File: src/rtl/nvs_pkg.sv
package nvs_pkg;
   typedef enum logic [2:0] {
      PH_RECALL  = 3'd0,
      PH_IDLE    = 3'd1,
      PH_HOLD    = 3'd2,
      PH_COPY    = 3'd3,
      PH_RELEASE = 3'd4
   } nvs_phase_t;

   typedef enum logic [1:0] {
      SRC_SW = 2'd0,
      SRC_HW = 2'd1,
      SRC_PF = 2'd2
   } nvs_src_t;

   function automatic int max3(input int a, input int b, input int c);
      int m;
      m = a;
      if (b > m) m = b;
      if (c > m) m = c;
      return m;
   endfunction
endpackage

File: src/rtl/nvs_timer.sv
module nvs_timer #(
   parameter int CW      = 4,
   parameter int RST_VAL = 0
) (
   input  logic          clk,
   input  logic          rst_n,
   input  logic          load,
   input  logic [CW-1:0] load_val,
   output logic          zero
);
   logic [CW-1:0] cnt_q;

   always_ff @(posedge clk or negedge rst_n) begin
      if (!rst_n)              cnt_q <= CW'(RST_VAL);
      else if (load)           cnt_q <= load_val;
      else if (cnt_q != '0)    cnt_q <= cnt_q - 1'b1;
   end

   assign zero = (cnt_q == '0);
endmodule

File: src/rtl/nvs_access.sv
module nvs_access (
   input  logic clk,
   input  logic rst_n,
   input  logic ce_n,
   input  logic oe_n,
   input  logic we_n,
   input  logic busy_in,
   input  logic idle,
   input  logic hold,
   output logic rd_en,
   output logic wr_en
);
   logic wr_cont_q;
   logic new_ok;
   logic cont_ok;

   always_ff @(posedge clk or negedge rst_n) begin
      if (!rst_n) wr_cont_q <= 1'b0;
      else        wr_cont_q <= wr_en;
   end

   always_comb begin
      new_ok  = idle & busy_in;
      cont_ok = (idle | hold) & wr_cont_q;
      wr_en   = ~ce_n & ~we_n & (new_ok | cont_ok);
      rd_en   = idle & ~ce_n & ~oe_n & we_n & busy_in;
   end
endmodule

File: src/rtl/nvs_seq.sv
module nvs_seq
   import nvs_pkg::*;
#(
   parameter int DELAY_CYC  = 4,
   parameter int STORE_CYC  = 16,
   parameter int RECALL_CYC = 16,
   parameter int HI_CYC     = 2
) (
   input  logic       clk,
   input  logic       rst_n,
   input  logic       busy_in,
   input  logic       sw_store,
   input  logic       pf_fire,
   input  logic       wr_en,
   output nvs_phase_t phase,
   output logic       dirty
);
   localparam int MAXLEN = max3(max3(DELAY_CYC, STORE_CYC, RECALL_CYC), HI_CYC, 1);
   localparam int CW     = $clog2(MAXLEN + 1);
   localparam logic [CW-1:0] LD_HOLD = CW'(DELAY_CYC - 1);
   localparam logic [CW-1:0] LD_COPY = CW'(STORE_CYC - 1);
   localparam logic [CW-1:0] LD_REL  = CW'((HI_CYC > 0) ? HI_CYC - 1 : 0);
   localparam bit HAS_REL = (HI_CYC > 0);

   nvs_phase_t phase_q, phase_d;
   nvs_src_t   src_q, src_d;
   logic       dirty_q;
   logic       tz;
   logic       load;
   logic [CW-1:0] load_val;
   nvs_phase_t after_copy;

   nvs_timer #(.CW(CW), .RST_VAL(RECALL_CYC - 1)) u_timer (
      .clk      (clk),
      .rst_n    (rst_n),
      .load     (load),
      .load_val (load_val),
      .zero     (tz)
   );

   generate
      if (HAS_REL) begin : g_rel
         assign after_copy = (src_q == SRC_PF) ? PH_IDLE : PH_RELEASE;
      end else begin : g_norel
         assign after_copy = PH_IDLE;
      end
   endgenerate

   always_comb begin
      phase_d = phase_q;
      src_d   = src_q;
      unique case (phase_q)
         PH_RECALL:  if (tz) phase_d = PH_IDLE;
         PH_IDLE: begin
            if (sw_store) begin
               phase_d = PH_HOLD; src_d = SRC_SW;
            end else if (!busy_in && dirty_q) begin
               phase_d = PH_HOLD; src_d = SRC_HW;
            end else if (pf_fire && dirty_q) begin
               phase_d = PH_HOLD; src_d = SRC_PF;
            end
         end
         PH_HOLD:    if (tz) phase_d = PH_COPY;
         PH_COPY:    if (tz) phase_d = after_copy;
         PH_RELEASE: if (tz) phase_d = PH_IDLE;
         default:    phase_d = PH_IDLE;
      endcase
   end

   always_comb begin
      load = (phase_d != phase_q);
      unique case (phase_d)
         PH_HOLD:    load_val = LD_HOLD;
         PH_COPY:    load_val = LD_COPY;
         PH_RELEASE: load_val = LD_REL;
         default:    load_val = '0;
      endcase
   end

   always_ff @(posedge clk or negedge rst_n) begin
      if (!rst_n) begin
         phase_q <= PH_RECALL;
         src_q   <= SRC_SW;
         dirty_q <= 1'b0;
      end else begin
         phase_q <= phase_d;
         src_q   <= src_d;
         if (wr_en)
            dirty_q <= 1'b1;
         else if (tz && (phase_q == PH_COPY || phase_q == PH_RECALL))
            dirty_q <= 1'b0;
      end
   end

   assign phase = phase_q;
   assign dirty = dirty_q;
endmodule

File: src/rtl/nvshadow_ctl.sv
module nvshadow_ctl
   import nvs_pkg::*;
#(
   parameter int DELAY_CYC  = 4,
   parameter int STORE_CYC  = 16,
   parameter int RECALL_CYC = 16,
   parameter int HI_CYC     = 2
) (
   input  logic clk,
   input  logic rst_n,
   input  logic ce_n,
   input  logic oe_n,
   input  logic we_n,
   input  logic busy_in,
   input  logic sw_store,
   input  logic pwr_low,
   input  logic pf_en,
   output logic rd_en,
   output logic wr_en,
   output logic busy_drv_lo,
   output logic busy_drv_hi,
   output logic store_act,
   output logic recall_act,
   output logic dirty
);
   generate
      if (DELAY_CYC < 1) begin : g_bad_delay
         $error("DELAY_CYC must be at least 1");
      end
      if (STORE_CYC < 1) begin : g_bad_store
         $error("STORE_CYC must be at least 1");
      end
      if (RECALL_CYC < 1) begin : g_bad_recall
         $error("RECALL_CYC must be at least 1");
      end
      if (HI_CYC < 0) begin : g_bad_hi
         $error("HI_CYC must not be negative");
      end
   endgenerate

   nvs_phase_t phase;
   logic       pf_fire;
   logic       idle;
   logic       hold;

   assign pf_fire = pwr_low & pf_en;
   assign idle    = (phase == PH_IDLE);
   assign hold    = (phase == PH_HOLD);

   nvs_seq #(
      .DELAY_CYC  (DELAY_CYC),
      .STORE_CYC  (STORE_CYC),
      .RECALL_CYC (RECALL_CYC),
      .HI_CYC     (HI_CYC)
   ) u_seq (
      .clk      (clk),
      .rst_n    (rst_n),
      .busy_in  (busy_in),
      .sw_store (sw_store),
      .pf_fire  (pf_fire),
      .wr_en    (wr_en),
      .phase    (phase),
      .dirty    (dirty)
   );

   nvs_access u_acc (
      .clk     (clk),
      .rst_n   (rst_n),
      .ce_n    (ce_n),
      .oe_n    (oe_n),
      .we_n    (we_n),
      .busy_in (busy_in),
      .idle    (idle),
      .hold    (hold),
      .rd_en   (rd_en),
      .wr_en   (wr_en)
   );

   assign busy_drv_lo = (phase == PH_HOLD) || (phase == PH_COPY);
   assign busy_drv_hi = (phase == PH_RELEASE);
   assign store_act   = (phase == PH_COPY);
   assign recall_act  = (phase == PH_RECALL);
endmodule

File: config.mk
export PLATFORM = sky130hd
export DESIGN_NAME = nvshadow_ctl
export DESIGN_NICKNAME = d
export VERILOG_FILES = /design/src/rtl/nvs_pkg.sv /design/src/rtl/nvs_timer.sv /design/src/rtl/nvs_access.sv /design/src/rtl/nvs_seq.sv /design/src/rtl/nvshadow_ctl.sv
export SDC_FILE = /design/constraint.sdc
export NUM_CORES = 1
export LEC_CHECK = 0
export BUFFER_PORTS_ARGS = -buffer_cell sky130_fd_sc_hd__buf_2
export CAP_MARGIN = 40
export CORE_MARGIN = 2
export CORE_UTILIZATION = 35
export CTS_BUF_LIST = sky130_fd_sc_hd__clkbuf_4
export DETAILED_ROUTE_END_ITERATION = 8
export PLACE_DENSITY = 0.59
export SETUP_SLACK_MARGIN = 0.3
export SLEW_MARGIN = 20
export SYNTH_ARGS = -nofsm -noshare
export SYNTH_HDL_FRONTEND = slang
export SYNTH_HIERARCHICAL = 1
export SYNTH_SLANG_ARGS = --single-unit
File: constraint.sdc
create_clock -name clk -period 6 [get_ports clk]
set_input_delay 1.2 -clock clk [delete_from_list [all_inputs] [get_ports clk]]
set_output_delay 1.2 -clock clk [all_outputs]
set_load 0.1 [all_outputs]
==> summary.txt, run 1 <==
Global routing
  • Total grt overflow: 0
  • First-pass GRT wire length: 2.760 mm
  • Global-route usage over all layers: 14.33%
  • Initial antenna violation count: 0
  • Pin count of the biggest net entering global routing: 15
  • Vias in the first global route: between 600 and 700

Power
  • P_leak: 0.4013 nW
  • Pwr Total: 514.0 µW
  • Peak VDD IR: 0.2282 mV
  • Power Dens Cells: 562.7 mW/mm²

Cells and area
  • Layout cell share with drive strength beyond 1: 28.85%
  • Diode count: 0
  • Final nets: about 120
  • Final cell count without fillers: 132
  • Synth-to-Final Area Change: 15.51%
  • Final instance area: 913.4 µm²
  • Post-layout util: between 40 and 50%

Synthesis
  • Post-synthesis register bit count: 12
  • Post-Syn Area: 790.8 µm²
  • EDFF count, synth: 0
  • Largest family of logic cells by synthesized area: simple AND/OR/NAND/NOR gates
  • Post-synthesis xor/xnor area fraction: 5.538%
  • Post-Syn Area per Cell: about 9.1 µm²
  • Top-area cell type share of the netlist area: 25.32%
  • Synthesized Nets: 97
  • Post-Synth Adder-Cell Area: 1.582%
  • Complex-gate fraction of the synthesized area: 19.15%
  • Async SR Flop Fraction: 100.0%
  • Top cells by area, synth: dfrtp_1 25%, dfstp_2 13%, xnor2_1 5.5%, nand2_1 4.7%, nor3b_1 3.8%
  • Synth Area in Simple Gates: approximately 28%
  • Post-synthesis cell type count: 35
  • Most frequent cell after synthesis: nand2_1
  • Dominant synthesized flop cell: dfrtp_1
  • Leading area contributor after synthesis: dfrtp_1
  • Syn Inst Count: 87
  • Mux cell area share after synthesis: 1.424%
  • Yosys Warn Count: 6
  • Post-synthesis sequential area ratio: ~39%
  • Synth cell count leaders: 10 x nand2_1, 8 x dfrtp_1, 7 x nor2_1

Floorplanning
  • Die Area: about 0.0027 mm²
  • Core area: 0.002170 mm²
  • Chip height: a little over 50 µm
  • I/O pins: 16
  • Row cnt: 17
  • Die X: 51.53 µm
  • Initial Util: 36.45%

STA
  • Final Cycle Share: 55.08%
  • F_max: slightly above 300 MHz
  • Setup violations, final: 0
  • Hold Vio Cnt, Final: 0
  • Worst slew margin: 57.30%
  • Final Slew Violations: 0
  • Clk_skew: between 0.007 and 0.008 ns
  • RSZ-0062 raised after global routing: false
  • Total negative setup slack: 0 ns
  • Post-route minimum period: 3.305 ns
  • Worst-Margin Slew: between 0.6 and 0.7 ns

Critical path
  • Critical Path Slowest Stage Cell: buf_2
  • CP peak stage delay: 0.47 ns
  • Most used cell, CP: buf_2
  • Startpoint Class: input port
  • Critical Path AT: roughly 2.1 ns
  • CP cell instances: buf_2 -> o21ai_1 -> a211oi_2 -> buf_2
  • CP bufs+invs: 2
  • Kind of critical path: in -> out
  • Worst path top cell family by delay: buffers and inverters
  • Max Fanout on Critical Path: 5
  • WP data required: 4.80 ns
  • Critical path capture point type: output pin

Job
  • Max Cap Violations: 0

Placement
  • Placed cells: 128
  • Port bufs: 15
  • Post-DP HPWL: 1.176 mm
  • Post-Place Cell Area: 887.1 µm²
  • Placer Congestion: between 0.8 and 0.9

Clock network
  • Post-CTS Repair Setup Buffers: 0
  • Skew-Pair Late Insertion Delay: 0.27 ns
  • # resized after CTS: 0
  • Hold_buf cts: 0
  • # H-tree levels: 1
  • CTS tree: done
  • Clock-pin slew on the worst setup and hold paths: about 0.070 ns
  • Clk root buf: clkbuf_4
  • CTS Buf Count: 3
  • Clk sinks: 12
  • Longest Clk Path Bufs: 2

Hold path
  • Worst hold path type: reg -> reg

Drt
  • Initial DRC Count: 9
  • Routed wire length: approximately 1.5 mm
  • Total number of vias: ~660
  • Vias per cell: about 5.0
  • TritonRoute pass-1 iters: 4
  • Drt drc: 0
  • Post-route ant nets: 0
  • Drt wl/cell: 11.62 µm

Outcome
  • Status: completed
[path summary, 6_finish.rpt]
| kind | from | to | slack [ns] | cells after the start |
|---|---|---|---|---|
| setup / recovery | busy_in | wr_en | 2.70 | 4 |
| hold / removal | u_seq/src_q[1]$_DFFE_PN0P_ | u_seq/src_q[1]$_DFFE_PN0P_ | 0.52 | 2 |
| setup reg to reg | u_seq/u_timer/cnt_q[0]$_DFFE_PN1P_ | u_seq/u_timer/cnt_q[4]$_DFFE_PN0P_ | 3.62 | 7 |
| hold reg to reg | u_seq/src_q[1]$_DFFE_PN0P_ | u_seq/src_q[1]$_DFFE_PN0P_ | 0.52 | 2 |
| max in group asynchronous | rst_n | u_seq/u_timer/cnt_q[1]$_DFFE_PN1P_ | 4.93 | 1 |
| min in group asynchronous | rst_n | u_seq/phase[1]$_DFF_PN0_ | 0.79 | 1 |
[kinds of logic (layout without fill, tap and decap cells)]
| kind of cell | after synthesis | count (layout) |
|---|---|---|
| muxes | 1 | 1 |
| other | 1 | 1 |
| DFF | 12 | 12 |
| and+or+nand+nor | 38 | 38 |
| adders and majority gates | 1 | 1 |
| AOI/OAI and AO/OA | 21 | 21 |
| buffers and inverters | 8 | 25 |
| xor gates and xnor gates | 5 | 5 |
[cell usage in the layout (no fill, tap or decap), drive strengths merged, types with 3 or more instances in the layout]
master | Yosys | routed
buf | 1 | 16
clkbuf | 2 | 3
nor2 | 7 | 7
nor3b | 4 | 4
dfrtp | 8 | 8
xnor2 | 5 | 5
dfstp | 4 | 4
nor3 | 5 | 5
o31ai | 4 | 4
inv | 5 | 5
nand2 | 10 | 10
o21ai | 8 | 8
nand2b | 3 | 3
[stage by stage]
step | setup slack, ns | hold WS [ns]
global route | 2.633 | 0.5562
CTS | 2.664 | 0.5287
detailed placement | 2.671 | 0.5054
finish | 2.695 | 0.5210
global placement | 2.712 | 0.4996
floorplan | 2.081 | 0.4608
[final cells by class]
class,instances,area [µm²]
Clock inverter,1,3.754
Sequential cell,12,305.3
Inverter,5,18.77
Tap cell,28,35.03
Multi-Input combinational cell,67,447.9
Clock buffer,3,22.52
Timing Repair Buffer,16,80.08
Fill cell,227,1256
[worst reg2reg max path: cells and delay by family, from the launching register on]
family,cells,cell delay [ns]
AOI/OAI and AO/OA,1,0.10
and+or+nand+nor,3,1.24
buffers and inverters,2,0.34
adders and majority gates,1,0.21
DFF,1,0.37
[report_power, final]
group	total, mW	internal, mW	leakage [nW]	switching [mW]
logic	0.297	0.103	0.243	0.194
registers	0.166	0.122	0.143	0.0442
clock network	0.0507	0.0241	0.0154	0.0266
[layer usage]
layer | track usage [%] | wire (µm) | vias to the layer above | share of wire, %
met5 | 0 | 0 | - | 0
met1 | 17.51 | 713 | 296 | 46
met2 | 22.44 | 726 | 15 | 47
li1 | - | - | 342 | -
met4 | 5.263 | 14 | 0 | 0.91
met3 | 6.034 | 79 | 2 | 5.1
[flip-flops by register name, indices dropped and copies added (netlist names)]
signal and flops:
u_acc/wr_cont_q 1, u_seq/dirty 1, u_seq/phase 3, u_seq/src_q 2, u_seq/u_timer/cnt_q 5
Power figures use the tool's default switching activity.
==> run 2: changes to the inputs <==
==> constraint.sdc (replaced) <==
create_clock -name clk -period 3.1 [get_ports clk]
set_input_delay 0.62 -clock clk [delete_from_list [all_inputs] [get_ports clk]]
set_output_delay 0.62 -clock clk [all_outputs]
set_load 0.1 [all_outputs]
==> summary.txt, run 2 (synthesis results as in run 1) <==
Outcome
  • Status: completed

Clock network
  • CTS tree: done
  • Hold_buf cts: 0
  • CTS Buf Count: 3
  • Skew-Pair Late Insertion Delay: approximately 0.27 ns
  • # resized after CTS: 0
  • Clk sinks: 12
  • Post-CTS Repair Setup Buffers: 0
  • Clk root buf: clkbuf_4
  • Longest Clk Path Bufs: 2
  • # H-tree levels: 1
  • Clock-pin slew on the worst setup and hold paths: about 0.08 ns

Critical path
  • Critical Path AT: 1.97 ns
  • CP cell instances: nor3b_1 -> o21ai_1 -> a211oi_2 -> buf_2
  • Critical Path Slowest Stage Cell: dfrtp_1
  • Critical path capture point type: output pin
  • Kind of critical path: reg -> out
  • Worst path top cell family by delay: flip-flops
  • CP startpoint: u_seq/phase[0]$_DFF_PN0_
  • CP bufs+invs: 1
  • CP peak stage delay: roughly 0.62 ns
  • Max Fanout on Critical Path: 14
  • WP data required: 2.48 ns
  • Startpoint Class: flip-flop
  • Reg2reg start: u_seq/u_timer/cnt_q[0]$_DFFE_PN1P_

STA
  • Worst slew margin: 56.99%
  • Final Cycle Share: 83.60%
  • Setup violations, final: 0
  • Hold Vio Cnt, Final: 0
  • RSZ-0062 raised after global routing: false
  • Clk_skew: roughly 0.0068 ns
  • Worst-Margin Slew: 0.6425 ns
  • Total negative setup slack: 0 ns
  • Final Slew Violations: 0
  • F_max: 385.8 MHz
  • Post-route minimum period: ~2.6 ns

Cells and area
  • Commonest non-fill, non-tap cells in the layout: 15 x buf_2, 10 x nand2_1, 8 x dfrtp_1
  • Final nets: 115
  • Layout cell share with drive strength beyond 1: between 30% and 40%
  • Max FFs per register: 5
  • Fill cells: 225
  • Diode count: 0
  • Largest Register: u_seq/u_timer/cnt_q
  • Post-layout util: 42.68%
  • Commonest non-fill, non-tap cell in the layout: buf_2
  • Synth-to-Final Area Change: 17.09%

Floorplanning
  • Die Area: 0.002655 mm²
  • Core area: 0.002170 mm²
  • Chip height: 51.53 µm
  • I/O pins: 16
  • Die X: 51.53 µm
  • Initial Util: 36.45%
  • Row cnt: 17

Placement
  • Placer Congestion: about 0.7
  • Post-DP HPWL: 1.155 mm
  • Port bufs: 15

Global routing
  • Initial antenna violation count: 0
  • Total grt overflow: 0
  • First-pass GRT wire length: around 2.8 mm
  • Pin count of the biggest net entering global routing: 15
  • Global-route usage over all layers: around 14%
  • Vias in the first global route: 622

Drt
  • Total number of vias: 694
  • Drt wl/cell: about 12 µm
  • Post-route ant nets: 0
  • TritonRoute pass-1 iters: 4
  • Routed wire length: 1.561 mm
  • Initial DRC Count: 8
  • Drt drc: 0
  • Vias per cell: between 5 and 6

Power
  • Peak VDD IR: 0.5789 mV
  • Power Dens Cells: 1091 mW/mm²
  • P_leak: 0.4037 nW

Hold path
  • Worst hold path type: in -> async

Job
  • Max Cap Violations: 0
==> run 2: worst paths after layout <==
path                                                       to  cells after the start  slack, ns
hold reg to reg                    u_seq/src_q[1]$_DFFE_PN0P_                      2       0.51
setup / recovery                                        wr_en                      4       0.51
min in group clk                   u_seq/src_q[1]$_DFFE_PN0P_                      2       0.51
hold / removal             u_seq/u_timer/cnt_q[4]$_DFFE_PN0P_                      1       0.21
setup reg to reg           u_seq/u_timer/cnt_q[3]$_DFFE_PN1P_                      8       1.06
max in group asynchronous  u_seq/u_timer/cnt_q[1]$_DFFE_PN1P_                      1       2.61
==> run 2: per-stage QoR <==
stage | instances | hold WS (ns) | power, mW | area [µm²] | setup slack (ns)
CTS | 132 | 0.2147 | 1.016 | 925.9 | 0.4828
detailed placement | 128 | 0.4954 | 0.9150 | 899.6 | 0.7799
finish | 132 | 0.2139 | 1.010 | 925.9 | 0.5083
floorplan | 87 | 0.3244 | 0.8183 | 800.8 | 0.3291
global placement | 128 | 0.4888 | 0.9053 | 899.6 | 0.8360
global route | 132 | 0.2211 | 1.096 | 925.9 | 0.3131
==> run 2: final cells by class <==
cell class              count  area, µm²  area share (%)
clock buffers               3      22.52           2.432
inverters                   5      18.77           2.027
clock inverters             1      3.754          0.4054
well taps                  28      35.03           3.784
multi-input cells          67      457.9           49.46
repair buffers             16      82.58           8.919
flip-flops and latches     12      305.3           32.97
==> run 2: worst reg2reg max path, delay by kind of cell (launching register included) <==
family | cells | cell delay, ns
and+or+nand+nor | 4 | 1.01
DFF | 1 | 0.38
adders and majority gates | 1 | 0.22
AOI/OAI and AO/OA | 1 | 0.06
buffers and inverters | 2 | 0.28
==> run 2: routing by layer <==
| metal | GRT usage [%] | wire length (µm) | up-vias |
|---|---|---|---|
| met5 | 0 | 0 | - |
| met4 | 5.263 | 16 | 0 |
| met3 | 5.172 | 75 | 2 |
| met2 | 23.29 | 741 | 20 |
| met1 | 17.70 | 728 | 332 |
| li1 | - | - | 340 |
==> run 2: report_power, final <==
group / switching [mW] / internal (mW) / total (mW)
Combinational: 0.377 / 0.209 / 0.585
Clock: 0.0507 / 0.0466 / 0.0973
Sequential: 0.0907 / 0.236 / 0.327
Total: 0.518 / 0.492 / 1.01
